==> src/rtl/prot_latch_pkg.sv <==
package prot_latch_pkg;
  // Condition that forces all outputs off and re-arms the channel faults.
  function automatic logic rearm_req(input logic oe_n, input logic uv);
    return oe_n | uv;
  endfunction
endpackage

==> src/rtl/pol_data_latch.sv <==
module pol_data_latch #(
  parameter int NCH = 8
) (
  input  logic           clk_i,
  input  logic           rst_ni,
  input  logic [NCH-1:0] data_i,
  input  logic           strobe_i,
  input  logic           clear_i,
  output logic [NCH-1:0] latch_o
);
  logic [NCH-1:0] q;

  always_ff @(posedge clk_i or negedge rst_ni) begin
    if (!rst_ni)       q <= '0;
    else if (clear_i)  q <= '0;
    else if (strobe_i) q <= data_i;
  end

  assign latch_o = q;
endmodule

==> src/rtl/pol_oc_filter.sv <==
module pol_oc_filter #(
  parameter int FILT_CYC = 200
) (
  input  logic clk_i,
  input  logic rst_ni,
  input  logic oc_i,
  input  logic rearm_i,
  output logic fault_o
);
  localparam int CW = (FILT_CYC < 2) ? 1 : $clog2(FILT_CYC + 1);
  localparam logic [CW-1:0] LAST = CW'(FILT_CYC - 1);

  logic [CW-1:0] cnt_q;
  logic          fault_q;

  always_ff @(posedge clk_i or negedge rst_ni) begin
    if (!rst_ni) begin
      cnt_q   <= '0;
      fault_q <= 1'b0;
    end else if (rearm_i) begin
      cnt_q   <= '0;
      fault_q <= 1'b0;
    end else if (!fault_q) begin
      if (!oc_i)              cnt_q   <= '0;
      else if (cnt_q == LAST) fault_q <= 1'b1;
      else                    cnt_q   <= cnt_q + 1'b1;
    end
  end

  assign fault_o = fault_q;
endmodule

==> src/rtl/prot_latch_ctrl.sv <==
module prot_latch_ctrl #(
  parameter int NCH      = 8,
  parameter int FILT_CYC = 200
) (
  input  logic           clk_i,
  input  logic           rst_ni,
  input  logic [NCH-1:0] data_i,
  input  logic           strobe_i,
  input  logic           clear_i,
  input  logic           oe_ni,
  input  logic [NCH-1:0] oc_i,
  input  logic           ot_i,
  input  logic           uv_i,
  output logic [NCH-1:0] chan_on_o,
  output logic           flag_no
);
  import prot_latch_pkg::*;

  logic [NCH-1:0] latch_q;
  logic [NCH-1:0] fault_q;
  logic           rearm;
  logic           global_off;

  assign rearm      = rearm_req(oe_ni, uv_i);
  assign global_off = rearm | ot_i;

  pol_data_latch #(.NCH(NCH)) u_latch (
    .clk_i    (clk_i),
    .rst_ni   (rst_ni),
    .data_i   (data_i),
    .strobe_i (strobe_i),
    .clear_i  (clear_i),
    .latch_o  (latch_q)
  );

  for (genvar g = 0; g < NCH; g++) begin : g_ch
    pol_oc_filter #(.FILT_CYC(FILT_CYC)) u_filt (
      .clk_i   (clk_i),
      .rst_ni  (rst_ni),
      .oc_i    (oc_i[g]),
      .rearm_i (rearm),
      .fault_o (fault_q[g])
    );
  end

  assign chan_on_o = global_off ? '0 : (latch_q & ~fault_q);
  assign flag_no   = ~((|fault_q) | ot_i);
endmodule

==> config.mk <==
export PLATFORM = sky130hd
export DESIGN_NAME = prot_latch_ctrl
export DESIGN_NICKNAME = d
export VERILOG_FILES = /design/src/rtl/prot_latch_pkg.sv /design/src/rtl/pol_data_latch.sv /design/src/rtl/pol_oc_filter.sv /design/src/rtl/prot_latch_ctrl.sv
export SDC_FILE = /design/constraint.sdc
export NUM_CORES = 1
export LEC_CHECK = 0
export BUFFER_PORTS_ARGS = -buffer_cell sky130_fd_sc_hd__clkbuf_2
export CORE_ASPECT_RATIO = 1.1
export CORE_MARGIN = 5
export CORE_UTILIZATION = 30
export DETAILED_ROUTE_END_ITERATION = 10
export GPL_ROUTABILITY_DRIVEN = 0
export PLACE_DENSITY = 0.49
export SLEW_MARGIN = 20
export SYNTH_ARGS = -nofsm -noshare
export SYNTH_HDL_FRONTEND = slang
export SYNTH_SLANG_ARGS = --single-unit
==> constraint.sdc <==
create_clock -name clk_i -period 1.75 [get_ports clk_i]
set_input_delay 0.35 -clock clk_i [delete_from_list [all_inputs] [get_ports clk_i]]
set_output_delay 0.35 -clock clk_i [all_outputs]
set_load 0.05 [all_outputs]
# Word level (Yosys, flattened, before mapping)
# Index checks and enable logic that the tools add are counted.
# word_totals
in_bits,23
wordCells,132
ff_bits,80
# classes
bitwise,6
muxes,67
n_addsub,8
reduce_logical,10
eq_ne,24
# op_table
cell,count
$mux W8,35
$add A8 B1 Y8 const B,8
$eq A8 B8 Y1 const B,8
$mux W1,32
$ne A3 B3 Y1 const B,8
$ne A2 B2 Y1 const B,8
$reduce_and A2 Y1,8
$and A8 B8 Y8,1
$not A8 Y8,1
$reduce_or A8 Y1,1
$or A1 B1 Y1,3
$reduce_bool A2 Y1,1
$not A1 Y1,1

# Depth between registers and ports, before layout
# depth
word_depth,5
ltp_mapped,6
depth_no_buf,6

# By module
# Synthesis repeated with hierarchy kept, for this count alone.
# hier_totals
cells_unflattened,504
area_unflattened_um2,4827.1
# modules_own_cells
module,n_inst,area_each_um2,cells_per_inst,seq_area_each_um2
pol_oc_filter,8,548.0,58,225.2
pol_data_latch,1,325.3,26,200.2
prot_latch_ctrl,1,117.6,14,0.0

# Worst setup path before layout
# No wires, ideal clock.
# synth_path
kind,register -> output
startpoint,reg g_ch[5].u_filt.fault_q
endpoint,out flag_no
arrival_time_ns,2.177
stages_incl_launch_ff,4
n_path_buf,0
setup_slack_ns,-0.777
t_required_ns,1.400
cell_sequence,dfrtp_1 nor4_1 nand2_1 nor4_1
# synth_via
elab_chain_len,3
# synth_rtl
item,line_no,text
"start, declared",pol_oc_filter.sv:14,logic fault_q;
"start signal, assigned",pol_oc_filter.sv:19,fault_q <= 1'b0;
"start signal, assigned",pol_oc_filter.sv:22,fault_q <= 1'b0;
"start signal, assigned",pol_oc_filter.sv:25,else if (cnt_q == LAST) fault_q <= 1'b1;
$reduce_or A8 Y1,prot_latch_ctrl.sv:47,assign flag_no = ~((|fault_q) | ot_i);
$or A1 B1 Y1,prot_latch_ctrl.sv:47,
$not A1 Y1,prot_latch_ctrl.sv:47,
"end, declared",prot_latch_ctrl.sv:15,output logic flag_no
# Every way passes these cells.

# Worst setup path in the final report
# Same ends and word-level chain as after synthesis.

==> flow_metrics.py <==
metrics = {
    "floorplanning": {
        "initial_utilization_pct": 30.4,
        "num_io_pins": 32,
        "num_rows": 46,
        "die_h_um": 136,
        "fp.dieW_um": 125,
        "dieArea_um2": 17000,
        "coreArea_um2": 14300,
    },
    "timing": {
        "worstMarginPinSlew_ns": 0.630,
        "slew_headroom_pct": 58.0,
        "rsz0062_at_grt": "yes",
        "post-route-min-period_ns": 1.92,
        "hold_viol_final": 0,
        "slew_viol_final": 0,
        "timing.final.crit_share_pct": 110,
        "fin_skew_ns": 0.00520,
        "finalSetupViolCount": 8,
        "finalWorstSetupSlack_ns": -0.174,
        "max_freq_mhz": 520,
    },
    "placement": {
        "hpwl_mm": 8.06,
        "port_buffers": 31,
    },
    "layout": {
        "final_util_pct": 43.3,
        "diodes": 0,
        "fin_nets": 618,
        "syn_to_final_growth_pct": 42.5,
        "num-fill-cells": 1348,
        "drive_above_1_share_pct": 31.9,
        "regArea_um2": 2000,
        "multi_input_comb_area_um2": 2510,
    },
    "global_routing": {
        "gr-total-overflow": 0,
        "track_usage_pct": 14.0,
        "grt_pass1_vias": 4005,
        "grt_max_degree": 81,
        "grt_pass1_wl_mm": 19.2,
        "antenna_found_initial": 0,
    },
    "power": {
        "ir_drop_mv": 0.318,
        "p_seq_share_pct": 47.3,
        "internal_power_uw": 3050,
        "p_leak_uw": 0.00279,
        "p_clk_share_pct": 44.3,
        "power.density_nw_per_um2": 642,
        "swShare_pct": 23.4,
        "power_switching_uw": 935,
        "p_total_uw": 3990,
        "pwr-share-comb_pct": 8.5,
    },
    "routing": {
        "wl_met1_mm": 5.29,
        "dr.pass1.iters": 5,
        "drcViolationCount": 0,
        "highest_layer": "met4",
        "dr_total_vias": 4048,
        "drt.antenna.violating_nets": 0,
        "drtIter0Drc": 294,
        "met3_length_um": 356,
        "vias_per_cell": 5.22,
        "dr_wl_met2_mm": 5.37,
        "wl_per_cell_um": 14.7,
        "drt-total-wl_mm": 11.4,
    },
    "cts": {
        "clock-root-buffer": "clkbuf_16",
        "clock_path_buffers": 2,
        "tritoncts": "yes",
        "numClockSinks": 80,
        "htreeDepth": 3,
        "clk_pin_slew_ns": 0.06,
        "cts_made_buffers": 9,
        "clock_latency_ns": 0.34,
    },
    "setup_path": {
        "worstPathRequired_ns": 1.40,
        "path_max_fanout": 2,
        "arrival_ns": 1.57,
        "worstSetupEndpointType": "primary output",
        "critPathMaxStageDelay_ns": 0.39,
        "worstSetupStartpointType": "flip-flop",
        "crit_chain": "nor4_2, nand2_1, nor4_4, buf_12",
        "critPathBufInv": 1,
        "crit_family": "simple AND/OR/NAND/NOR gates",
        "slowest_stage": "dfrtp_1",
        "worstSetupPathType": "flip-flop to primary output",
    },
    "status": {
        "violations": "setup timing",
        "status": "finished, violations left",
    },
    "synthesis": {
        "avgSynthCellArea_um2": 9.66,
        "ys_seq_area_share_pct": 46.0,
        "async_flop_share_pct": 100,
        "syn_nets": 490,
        "ys_top_cells_by_area": "dfrtp_1 46%, ha_1 4.6%, a21oi_1 4.0%, nand3_1 3.7%, a31oi_1 3.6%",
        "netlist_instances": 451,
        "yosysUniqueCellTypes": 50,
        "synth.most_common_cell": "dfrtp_1",
        "synthFlopType": "dfrtp_1",
        "synth-seq-cells": 80,
        "netlist_area_um2": 4360,
        "netlist_top_cells_count": "80 x dfrtp_1, 36 x nand2_1, 35 x a21oi_1, 32 x nand3_1, 27 x nor2_1",
        "yosysTopAreaCellShare_pct": 46.0,
        "yosysWarnings": 0,
        "yosysTopAreaCell": "dfrtp_1",
        "synth_edf_count": 0,
    },
    "job": {
        "cap_violations": 0,
    },
    "worst_hold_path": {
        "min_path_type": "input pin to async pin",
    },
}
[registers in the layout, indices dropped and copies added, names as in the netlist]
register             cells
g_ch.u_filt.cnt_q       64
g_ch.u_filt.fault_o      8
u_latch.latch_o          8
[cells in the final DEF (no fill, tap or decap), drive strengths merged, types with 3 or more instances in the layout]
master  Yosys  layout
buf         3     106
dfrtp      80      80
nor3       12      12
a22oi       7       7
nor4        3       3
o211ai      7       7
mux2        5       5
o2111a      3       3
and3       17      17
a41oi      13      13
or4b       10      10
nand2b      6       6
mux2i      14      14
inv        20      20
ha         16      16
clkbuf      6      32
a211oi      3       3
and4        4       4
nor2       27      27
a211o       3       3
a22o        5       5
o21a        3       3
nand3      32      32
nand2      36      36
nor3b       7       7
a21oi      35      35
o21ba       3       3
nand4       6       6
and2        8       8
o21ai      12      12
or3         3       3
a31oi      25      25
[power by group through the flow]
stage          Sequential [uW]  Clock [uW]  Combinational, uW
2_1_floorplan             1920           0                131
3_3_place_gp              1920           0                315
3_5_place_dp              1920           0                319
4_1_cts                   1880        1830                339
5_1_grt                   1890        1900                375
6_report                  1880        1770                338
[cells by family after synthesis]
group / count (synthesis) / share of synthesized area [%]
buffers and inverters: 29 / 2.56
adders and majority gates: 16 / 4.60
and+or+nand+nor: 178 / 22.3
muxes: 19 / 4.51
DFF: 80 / 46.0
AOI/OAI and AO/OA: 129 / 20.1
[per-layer routing]
metal / vias up / GRT usage (%)
li1: 1980 / -
met1: 1978 / 18.2
met2: 71 / 22.2
met3: 19 / 2.36
met4: 0 / 7.59
met5: - / 0
[timing repair]
item,CTS,global route
hold buffers,0,0
setup buffers,5,4
pin swaps,6,7
endpoints found under the setup margin,21,41
resized for setup,21,21
[final cells by class]
cell class,count,area share (%)
inverters,20,1.21
flip-flops and latches,80,32.3
clock buffers,12,4.13
multi-input cells,342,40.4
well taps,192,3.87
repair buffers,126,17.8
clock inverters,3,0.282
[per-stage QoR]
stage          setup WS, ns  hold slack, ns  std cells  setup TNS, ns  area, um^2
2_1_floorplan       -0.0222          0.0544        451        -0.0419        4460
3_3_place_gp         -0.115           0.421        752          -1.73        5660
3_5_place_dp         -0.114           0.427        752          -2.21        5660
4_1_cts              -0.256          0.0535        772         -0.508        6070
5_1_grt              -0.261          0.0816        775         -0.788        6210
6_report             -0.174          0.0327        775         -0.340        6210
[final timing paths]
| check | endpoint | slack (ns) | cells after the start | startpoint |
|---|---|---|---|---|
| min reg2reg | g_ch[3].u_filt.cnt_q[6] | 0.51 | 1 | g_ch[3].u_filt.cnt_q[6] |
| min in group clk_i | u_latch.latch_o[4] | 0.26 | 3 | data_i[4] |
| max reg2reg | g_ch[1].u_filt.cnt_q[7] | 0 | 4 | g_ch[1].u_filt.cnt_q[4] |
| min | g_ch[5].u_filt.cnt_q[3] | 0.03 | 2 | rst_ni |
| max in group asynchronous | g_ch[0].u_filt.fault_o | 1.36 | 2 | rst_ni |
| max | flag_no | -0.17 | 4 | g_ch[5].u_filt.fault_o |
Power figures use the tool's default switching activity.
